### src/rtl/csc_ptr_pkg.sv
package csc_ptr_pkg;
    typedef enum logic {
        MODE_PTR  = 1'b0,
        MODE_RIDX = 1'b1
    } red_mode_e;
endpackage

### src/rtl/csc_cmp_bank.sv
module csc_cmp_bank
    import csc_ptr_pkg::*;
#(
    parameter int W   = 16,
    parameter int IDW = 16
) (
    input  logic [W*IDW-1:0] ids_i,
    input  logic [W-1:0]     en_i,
    input  logic [IDW-1:0]   key_i,
    input  red_mode_e        mode_i,
    output logic [W-1:0]     hit_o
);
    // One comparator per lane; mode picks equality or strict less-than.
    for (genvar g = 0; g < W; g++) begin : g_lane
        logic [IDW-1:0] lane_id;
        logic           cmp_hit;
        assign lane_id = ids_i[g*IDW +: IDW];
        always_comb begin
            if (mode_i == MODE_PTR) cmp_hit = (lane_id == key_i);
            else                    cmp_hit = (lane_id < key_i);
        end
        assign hit_o[g] = en_i[g] & cmp_hit;
    end
endmodule

### src/rtl/csc_adder_tree.sv
module csc_adder_tree #(
    parameter int W  = 16,
    parameter int CW = $clog2(W + 1)
) (
    input  logic [W-1:0]  bits_i,
    output logic [CW-1:0] sum_o
);
    localparam int LV = (W > 1) ? $clog2(W) : 1;
    localparam int NL = 1 << LV;

    // Heap-ordered tree: leaves at NL..2*NL-1, root at index 1.
    logic [CW-1:0] node [1:2*NL-1];

    for (genvar l = 0; l < NL; l++) begin : g_leaf
        if (l < W) begin : g_real
            assign node[NL+l] = CW'(bits_i[l]);
        end else begin : g_pad
            assign node[NL+l] = '0;
        end
    end

    for (genvar n = 1; n < NL; n++) begin : g_node
        assign node[n] = node[2*n] + node[2*n+1];
    end

    assign sum_o = node[1];
endmodule

### src/rtl/csc_ptr_reducer.sv
module csc_ptr_reducer
    import csc_ptr_pkg::*;
#(
    parameter int W    = 16,
    parameter int IDW  = 16,
    parameter int PTRW = 20
) (
    input  logic              clk,
    input  logic              rst_n,
    input  logic              start_i,
    input  logic              mode_i,
    input  logic              beat_vld_i,
    input  logic              beat_last_i,
    input  logic [W-1:0]      lane_en_i,
    input  logic [W*IDW-1:0]  ids_i,
    input  logic [IDW-1:0]    key_i,
    output logic              res_vld_o,
    output logic [PTRW-1:0]   res_o
);
    localparam int CW = $clog2(W + 1);

    typedef struct packed {
        logic [PTRW-1:0] acc;
        logic            vld;
        logic [PTRW-1:0] res;
    } red_st_t;

    red_mode_e       mode;
    logic [W-1:0]    hit;
    logic [CW-1:0]   cnt;
    logic [PTRW-1:0] sum_ext;
    red_st_t         st_d, st_q;

    assign mode = red_mode_e'(mode_i);

    csc_cmp_bank #(.W(W), .IDW(IDW)) u_cmp (
        .ids_i  (ids_i),
        .en_i   (lane_en_i),
        .key_i  (key_i),
        .mode_i (mode),
        .hit_o  (hit)
    );

    csc_adder_tree #(.W(W), .CW(CW)) u_tree (
        .bits_i (hit),
        .sum_o  (cnt)
    );

    assign sum_ext = st_q.acc + PTRW'(cnt);

    always_comb begin
        st_d     = st_q;
        st_d.vld = 1'b0;
        if (start_i) begin
            st_d.acc = '0;
            if (mode == MODE_PTR) begin
                st_d.vld = 1'b1;
                st_d.res = '0;
            end
        end else if (beat_vld_i) begin
            if (beat_last_i) begin
                st_d.vld = 1'b1;
                st_d.res = sum_ext;
                st_d.acc = (mode == MODE_PTR) ? sum_ext : '0;
            end else begin
                st_d.acc = sum_ext;
            end
        end
    end

    always_ff @(posedge clk or negedge rst_n) begin
        if (!rst_n) st_q <= '0;
        else        st_q <= st_d;
    end

    assign res_vld_o = st_q.vld;
    assign res_o     = st_q.res;
endmodule

### config.mk
export PLATFORM = sky130hd
export DESIGN_NAME = csc_ptr_reducer
export DESIGN_NICKNAME = d
export VERILOG_FILES = /design/src/rtl/csc_ptr_pkg.sv /design/src/rtl/csc_cmp_bank.sv /design/src/rtl/csc_adder_tree.sv /design/src/rtl/csc_ptr_reducer.sv
export SDC_FILE = /design/constraint.sdc
export NUM_CORES = 1
export LEC_CHECK = 0
export CORE_MARGIN = 1
export CORE_UTILIZATION = 50
export DETAILED_ROUTE_END_ITERATION = 12
export PLACE_DENSITY = 0.95
export SLEW_MARGIN = 5
export SYNTH_ARGS = -nofsm -noshare
export SYNTH_HDL_FRONTEND = slang
export SYNTH_SLANG_ARGS = --single-unit
### constraint.sdc
create_clock -name clk -period 7.7 [get_ports clk]
set_input_delay 1.54 -clock clk [delete_from_list [all_inputs] [get_ports clk]]
set_output_delay 1.54 -clock clk [all_outputs]
set_load 0.02 [all_outputs]
### After elaboration in Yosys (flattened, before gate mapping)

Cells that the tools add are included.

| storage, ports and cells | value |
|---|---|
| output and inout bits | 21 |
| logic and storage cells | 93 |
| flip-flop bits (word level) | 41 |

| cells by class | value |
|---|---|
| equal/unequal tests | 17 |
| reduce and logical (&&, ||, !) cells | 3 |
| muxes and demuxes | 22 |
| add/subtract/negate cells | 16 |
| bitwise gates (word level) | 16 |
| magnitude comparators | 16 |

Operators by type and width:

| operator | count |
|---|---|
| == test 16 bit | 16 |
| < comparator 16 bit | 16 |
| two-way mux 41 bit | 2 |
| two-way mux 21 bit | 2 |
| two-way mux 20 bit | 2 |
| adder 20 x 5 -> 20 bit | 1 |
| adder 1 x 1 -> 2 bit | 8 |
| bitwise AND 1 bit | 16 |
| two-way mux 1 bit | 16 |
| adder 2 x 2 -> 3 bit | 4 |
| adder 3 x 3 -> 4 bit | 2 |
| adder 4 x 4 -> 5 bit | 1 |
| nonzero test 2 bit | 2 |
| AND reduction 3 bit | 1 |
| != test 2 bit, second input constant | 1 |

### Depth between registers and ports, before layout

Gate-level depths: netlist (run 1).

| logic depth | value |
|---|---|
| word-level depth | 12 |
| mapped depth | 22 |
| mapped depth without buffers | 22 |

### Modules after synthesis

A second synthesis (run 1) with hierarchy kept.

| second synthesis, totals | value |
|---|---|
| cell total of the unflattened synthesis | 979 |
| area total of the unflattened synthesis | 8709.6 um^2 |

Modules (own cells, without submodules):

| module | cells each | area each (um^2) | seq. area each (um^2) | instances |
|---|---|---|---|---|
| csc_cmp_bank | 690 | 5947.0 | 0.0 | 1 |
| csc_ptr_reducer | 245 | 2336.0 | 1026.0 | 1 |
| csc_adder_tree | 44 | 426.7 | 0.0 | 1 |

### Least setup slack after synthesis (run 1)

Ideal clock, no wire load.

| timing path | value |
|---|---|
| path kind | input port to flip-flop |
| from | in key_i[13] |
| to | reg st_q[35] in the netlist's numbering |
| required time | 7.617 ns |
| setup slack | 0.638 ns |
| arrival time | 6.979 ns |
| stages | 21 |
| library setup time | 0.083 ns |
| cell sequence | inv_1 ha_1 nand4_1 nor3_1 nand4_1 or4b_2 o31ai_1 fa_1 inv_1 fa_1 fa_1 inv_1 fa_1 fa_1 inv_1 fa_1 nor2b_1 o31a_1 o2111ai_1 or3_1 o21ai_0 |

| between the ends | value |
|---|---|
| word-level cells in the longest chain between the ends | 12 |
| elaborated cells on any way between the ends | 84 |
| classes of those cells | 16 x add/sub; 16 x order compare; 16 x eq/ne; 20 x mux; 16 x bitwise |

RTL lines:

| item | line | source |
|---|---|---|
| start, declared | csc_ptr_reducer.sv:16 | `input logic [IDW-1:0] key_i,` |
| < comparator 16 bit or == test 16 bit (tied branches) | csc_cmp_bank.sv:20, csc_cmp_bank.sv:19 |  |
| two-way mux 1 bit | csc_cmp_bank.sv:19 | `if (mode_i == MODE_PTR) cmp_hit = (lane_id == key_i);` |
| bitwise AND 1 bit | csc_cmp_bank.sv:22 | `assign hit_o[g] = en_i[g] & cmp_hit;` |
| adder 1 x 1 -> 2 bit | csc_adder_tree.sv:23 | `assign node[n] = node[2*n] + node[2*n+1];` |
| adder 2 x 2 -> 3 bit | csc_adder_tree.sv:23 |  |
| adder 3 x 3 -> 4 bit | csc_adder_tree.sv:23 |  |
| adder 4 x 4 -> 5 bit * | csc_adder_tree.sv:23 |  |
| adder 20 x 5 -> 20 bit * | csc_ptr_reducer.sv:49 | `assign sum_ext = st_q.acc + PTRW'(cnt);` |
| two-way mux 20 bit | csc_ptr_reducer.sv:64 | `st_d.acc = (mode == MODE_PTR) ? sum_ext : '0;` |
| two-way mux 20 bit * | csc_ptr_reducer.sv:61 | `if (beat_last_i) begin` |
| two-way mux 41 bit * | csc_ptr_reducer.sv:60 | `end else if (beat_vld_i) begin` |
| two-way mux 41 bit * | csc_ptr_reducer.sv:54 | `if (start_i) begin` |
| end signal, assigned | csc_ptr_reducer.sv:73 | `else st_q <= st_d;` |
| end, declared | csc_ptr_reducer.sv:32 | `red_st_t st_d, st_q;` |

Mark *: on every way between the ends. The rest lies on a longest branch, timed or not. The select of a mux whose other input is x is not followed.
A chain may end at the register's enable or synchronous reset.

### Worst setup path after layout (run 1)

| timing path | value |
|---|---|
| from | in key_i[14] |
| to | reg st_q[35] in the netlist's numbering |

Same word-level chain as after synthesis.

==> metrics.md, run 1 <==
| Metric | Value |
|---|---|
| Hold_buf cts | `0` |
| Yosys reg bits | `41` |
| Final WL | `35500 um` |
| Ys flop type | `dfrtp_1` |
| Vias/cell | `6.63` |
| DRC | `0` |
| Dpl hpwl | `27400 um` |
| GR Util All Layers | `0.377` |
| First-pass GRT wire length | `48700 um` |
| Final net count | `1882` |
| Die span in x | `131 um` |
| Achievable Freq | `0.131 GHz` |
| VDD IR max | `123 uV` |
| Non-Filler Instances | `1532` |
| Commonest cells post-synth | `264 x ha_1, 98 x a21oi_1, 85 x nand2_1, 66 x inv_1, 66 x o21ai_0` |
| Final Max Slew Viols | `0` |
| Slew @ Worst Pin | `1130 ps` |
| Period Utilization, post-route | `0.991` |
| Worst-Skew Late Latency | `290 ps` |
| Antenna violations before repair | `4` |
| Min cycle time layout | `7630 ps` |
| Register share of total power | `0.198` |
| Final hold vios | `0` |
| Port Buf Inserts | `314` |
| Yosys top cell area share | `0.398` |
| Root buf cell | `clkbuf_16` |
| Design Area, Final | `0.0122 mm^2` |
| Seq/Total Area, Yosys | `0.123` |
| Vias in the first global route | `9815` |
| Die H | `131 um` |
| DP Area | `0.0118 mm^2` |
| Gr ovfl total | `0` |
| Worst Setup Start Kind | `input pin` |
| Psw | `0.477 mW` |
| TritonCTS clock tree | `built` |
| CP arrival | `7840 ps` |
| Endpoint class of the critical path | `flip-flop` |
| EDFF count, synth | `0` |
| Drt wl/cell | `23.2 um` |
| DRT iter0 DRCs | `970` |
| Cell Pwr Density | `97.4 mW/mm^2` |
| Critical-path maximum fanout | `7` |
| Final setup violation count | `0` |
| Post-synth top area cell | `ha_1` |
| Pin count of the biggest net entering global routing | `42` |
| Fin Clk Skew | `6.93 ps` |
| Slew headroom | `0.247` |
| Synth warnings | `0` |
| Share of post-route cells with drive strength above 1 | `0.0655` |
| Inserted Clock Buffers | `5` |
| Comb pwr share | `0.630` |
| Clk pwr share | `0.171` |
| Syn_area_per_cell | `8.46 um^2` |
| Internal | `0.716 mW` |
| Netlist Area Pre-Place | `0.00831 mm^2` |
| # H-tree levels | `2` |
| Status | `complete, no violations` |
| Gate Count Post-Synth | `982` |
| Reg clk slew, reported paths | `60 ps` |
| Area added between synthesis and finish | `47.3%` |
| Hold WC Path Type | `reg -> reg` |
| Row cnt | `46` |
| Initial core utilization | `0.517` |
| Synth top area cells | `ha_1 40%, dfrtp_1 12%, a21oi_1 5.9%, nand4_1 4.0%, o21ai_0 4.0%` |
| Most frequent cell after synthesis | `ha_1` |
| Critical Path RT | `7900 ps` |
| WS Path Type | `in -> reg` |
| Count of cell types in the netlist | `51` |
| Core footprint | `0.0161 mm^2` |
| Total of max-cap violations | `0` |
| Async set-or-reset flop fraction in the synthesized netlist | `1.00` |
| Hold Worst Slack | `480 ps` |
| Num ports | `315` |
| Routability Congestion | `0.974` |
| Die area | `0.0171 mm^2` |
| TritonRoute pass-1 iters | `6` |
| Switching share of power | `0.400` |
| Antenna Nets Post-Route | `0` |
| Dpl cells | `1510` |
| CTS Buffer Depth | `2` |
| DR vias | `10200` |
| Net Count, Synth | `1552` |
| Layout fillers | `998` |
| Number of clock sinks | `41` |
| LEAKAGE | `5.55 nW` |
## power groups by stage
stage               sequential (mW)  combinational, mW  clock [mW]
floorplan                     0.239              0.356           0
global placement              0.240              0.654           0
detailed placement            0.240              0.694           0
CTS                           0.236              0.700       0.203
global route                  0.238              0.814       0.213
finish                        0.237              0.752       0.205
## state kept, by name, indices dropped and copies added, names as in the netlist
signal / count
res_o: 20
res_vld_o: 1
st_q: 20
## cells by family after synthesis
group	count (synthesis)	synth area share
simple gates	284	0.185
flops	41	0.123
compound gates	263	0.191
xor+xnor	17	0.0179
buf+inv	101	0.0554
fa+ha+maj	276	0.426
## per-layer routing
layer | track usage | part of all wire
met4 | 0.289 | 0.090
met1 | 0.404 | 0.33
met3 | 0.0753 | 0.11
met2 | 0.653 | 0.47
met5 | 0 | 0
## cells in the final DEF, fill, tap and decap left out, drive strengths merged, types with 11 or more instances in the layout
| cell type | netlist | layout |
|---|---|---|
| xor2 | 11 | 11 |
| inv | 66 | 63 |
| a211oi | 16 | 16 |
| ha | 264 | 264 |
| nand4b | 12 | 12 |
| o21ai | 66 | 66 |
| clkdlybuf4s50 | 0 | 313 |
| nor2 | 25 | 25 |
| o211ai | 14 | 14 |
| a21oi | 98 | 98 |
| nand3 | 24 | 24 |
| nand4 | 53 | 53 |
| buf | 23 | 45 |
| dfrtp | 41 | 41 |
| a21o | 21 | 21 |
| nor2b | 20 | 20 |
| a31oi | 13 | 13 |
| nand2 | 85 | 85 |
| fa | 12 | 12 |
## metrics by stage
| stage | setup TNS, ps | util | setup WS, ps | power, mW |
|---|---|---|---|---|
| after floorplan | 0 | - | 638 | 0.595 |
| final | 0 | 0.762 | 66.1 | 1.19 |
| after detailed placement | -989 | 0.736 | -172 | 0.933 |
| after global routing | -1860 | 0.762 | -230 | 1.27 |
| after CTS | 0 | 0.745 | 99.6 | 1.14 |
| after global placement | 0 | 0.736 | 32.8 | 0.893 |
## worst paths after layout
kind | from | endpoint | slack [ps] | cells past startpoint
max | key_i[14] | st_q[35] | 70 | 22
max reg2reg | st_q[21] | st_q[35] | 3140 | 14
min in group asynchronous | rst_n | res_o[14] | 1380 | 1
min reg2reg | res_o[15] | res_o[15] | 480 | 2
min | res_o[15] | res_o[15] | 480 | 2
max in group asynchronous | rst_n | res_o[2] | 5750 | 1
## critical path: stages
cell             delay [ps]
clkdlybuf4s50_1         480
inv_2                   110
ha_1                    310
nand4_1                 150
nor3_2                  260
nand4_1                 190
or4b_2                  680
o31ai_2                 100
fa_1                    450
inv_1                    80
fa_1                    430
fa_1                    540
inv_1                    60
fa_1                    560
fa_1                    200
inv_1                    70
fa_1                    450
nor2b_2                 150
o31a_1                  330
o2111ai_2               180
or3_1                   400
o21ai_0                  80
## area by class of cell
class | count | area, um^2 | area share
diodes | 3 | 7.51 | 0.000613
clock buffers | 5 | 125 | 0.0102
clock inverters | 3 | 17.5 | 0.00143
inverters | 66 | 259 | 0.0212
multi-input cells | 840 | 6950 | 0.568
flip-flops and latches | 41 | 1030 | 0.0838
well taps | 216 | 270 | 0.0221
repair buffers | 358 | 3590 | 0.293
## timing repair
item | 4_1_cts | 5_1_grt
setup buffers | 0 | 11
resized for setup | 0 | 38
endpoints found under the setup margin | 0 | 19
Power figures use the tool's default switching activity.
==> run 2: changes to the inputs <==
- MAX_ROUTING_LAYER: unset -> met4
==> run 2 against run 1 <==
Register-to-register slack worse by 60 ps. Global-route usage up 2.3 points. Sequential cell count unchanged. Fmax up 0.72%. Wire length down 0.41%.
==> metrics.md, run 2 (same netlist as run 1, synthesis figures left out) <==
| Metric | Value |
|---|---|
| Final setup violation count | `0` |
| Final core occ | `0.766` |
| Final WL | `35300 um` |
| Core footprint | `0.0161 mm^2` |
| DRC | `0` |
| Routability Congestion | `0.994` |
| LEAKAGE | `5.60 nW` |
| Dpl cells | `1510` |
| Internal | `0.762 mW` |
| Initial core utilization | `0.517` |
| Inserted Clock Buffers | `5` |
| Die area | `0.0171 mm^2` |
| DR vias | `10100` |
| Cell Pwr Density | `100 mW/mm^2` |
| FF-to-FF setup slack | `3080 ps` |
| Gr ovfl total | `0` |
| Fin Clk Skew | `4.72 ps` |
| Row cnt | `46` |
| CP delay by family, top | `adder cells` |
| WS Path Type | `in -> reg` |
| Die span in x | `131 um` |
| Min-Delay Endpoint | `res_o[16]` |
| Port Buf Inserts | `314` |
| # H-tree levels | `2` |
| Clk pwr share | `0.199` |
| First-pass GRT wire length | `49800 um` |
| TritonRoute pass-1 iters | `8` |
| Worst Setup Start Kind | `input pin` |
| Worst-Skew Late Latency | `290 ps` |
| Dpl hpwl | `27500 um` |
| Vias in the first global route | `9845` |
| Share of post-route cells with drive strength above 1 | `0.0652` |
| Final net count | `1889` |
| Number of clock sinks | `41` |
| Num ports | `315` |
| Pin count of the biggest net entering global routing | `42` |
| Reg2reg start | `st_q[21]` |
| Period Utilization, post-route | `0.984` |
| Crit-path cells | `clkdlybuf4s50_1, inv_1, buf_4, ha_1, a21oi_1, o21ai_0, a221o_1, a211oi_1, a21oi_1, fa_1, fa_1, fa_1, inv_1, fa_1, fa_2, inv_1, fa_1, nor2b_1, o31a_1, o211ai_1, or3_1, o21ai_0` |
| Area added between synthesis and finish | `47.9%` |
| Most frequent cells in the layout | `312 x clkdlybuf4s50_1, 262 x ha_1, 97 x a21oi_1` |
| GR Util All Layers | `0.399` |
| Largest stage delay, worst path | `610 ps` |
| Antenna violations before repair | `1` |
| Min cycle time layout | `7580 ps` |
| DRT iter0 DRCs | `983` |
| Comb pwr share | `0.610` |
| Status | `complete, no violations` |
| Endpoint class of the critical path | `flip-flop` |
| Total of max-cap violations | `0` |
| Psw | `0.470 mW` |
| Critical-path maximum fanout | `7` |
| VDD IR max | `151 uV` |
| Slew @ Worst Pin | `1140 ps` |
| CP arrival | `7770 ps` |
| CTS Buffer Depth | `2` |
| FF-to-FF path depth | `14` |
| Final Max Slew Viols | `0` |
| Critical Path RT | `7900 ps` |
| Drt wl/cell | `23.0 um` |
| Hold Path Stages | `2` |
| WP buf/inv | `5` |
| Non-Filler Instances | `1537` |
| Antenna Nets Post-Route | `0` |
| Crit-path slowest cell | `fa_1` |
| Final hold vios | `0` |
| Reg clk slew, reported paths | `50 ps` |
| Leading cell type in the layout, fill and taps excluded | `clkdlybuf4s50_1` |
| TritonCTS clock tree | `built` |
| Terminus of the critical flop-to-flop path | `st_q[37]` |
| Slew headroom | `0.241` |
| Achievable Freq | `0.132 GHz` |
| Die H | `131 um` |
| Register share of total power | `0.192` |
| Switching share of power | `0.382` |
| Vias/cell | `6.57` |
| Hold WC Path Type | `reg -> reg` |
| Cell mode on critical path | `fa_1` |
| Min-delay src | `res_o[16]` |
| Root buf cell | `clkbuf_16` |
-- run 2: changes by cell type in the layout (fill, tap and decap cells not counted), moves of 2 or more --
| cell | before | now |
|---|---|---|
| clkinv_2 | 2 | 0 |
| nor4_1 | 3 | 5 |
| diode_2 | 3 | 1 |
| nor4_2 | 4 | 2 |
| buf_4 | 31 | 38 |
-- run 2: area by class of cell --
| type | instances | area, um^2 |
|---|---|---|
| Multi-Input combinational cell | 840 | 6930 |
| Antenna cell | 1 | 2.50 |
| Fill cell | 969 | 3760 |
| Timing Repair inverter | 1 | 5.00 |
| Clock inverter | 1 | 30.0 |
| Timing Repair Buffer | 364 | 3630 |
| Sequential cell | 41 | 1030 |
| Tap cell | 216 | 270 |
| Inverter | 66 | 259 |
| Clock buffer | 7 | 143 |
-- run 2: tightest hold or removal path, cell delays in order, from the launching register on --
cell and delay, ps:
dfrtp_1 340, nand2_1 50, o21ai_0 60
-- run 2: per-stage QoR --
| stage | cell area, um^2 | power, mW | setup TNS, ps | setup WS, ps | hold slack, ps |
|---|---|---|---|---|---|
| floorplan | 8310 | 0.595 | 0 | 638 | 451 |
| global placement | 11800 | 0.893 | 0 | 34.3 | 462 |
| detailed placement | 11800 | 0.934 | -1570 | -194 | 473 |
| CTS | 12000 | 1.18 | 0 | 102 | 486 |
| global route | 12300 | 1.30 | -2490 | -250 | 512 |
| finish | 12300 | 1.23 | 0 | 121 | 479 |
-- run 2: repair_timing --
action / 4_1_cts / 5_1_grt
hold buffers: 0 / 0
setup buffers: 0 / 17
resized for setup: 0 / 33
setup endpoints to repair: 0 / 21
-- run 2: power by group through the flow --
stage          Clock [mW]  Combinational, mW  Sequential, mW
4_1_cts             0.246              0.698           0.236
6_report            0.245              0.751           0.236
3_5_place_dp            0              0.694           0.240
3_3_place_gp            0              0.654           0.240
2_1_floorplan           0              0.356           0.239
5_1_grt             0.254              0.809           0.238
-- run 2: how the worst max path moves through the flow --
stage,from,to,slack (ps),depth (start not counted)
final,key_i[5],st_q[37],120,22
after global routing,key_i[5],st_q[35],-250,24
after CTS,key_i[14],res_o[6],100,24
after detailed placement,key_i[14],res_o[6],-190,24
after global placement,key_i[14],st_q[35],30,23
after floorplan,key_i[13],st_q[35],640,21
-- run 2: layer usage --
metal	vias to the layer above	GRT usage	wire length, um
met1	4574	0.424	11700
met5	-	-	0
met3	315	0.0924	3760
li1	4405	-	-
met2	797	0.647	16300
met4	0	0.304	3550
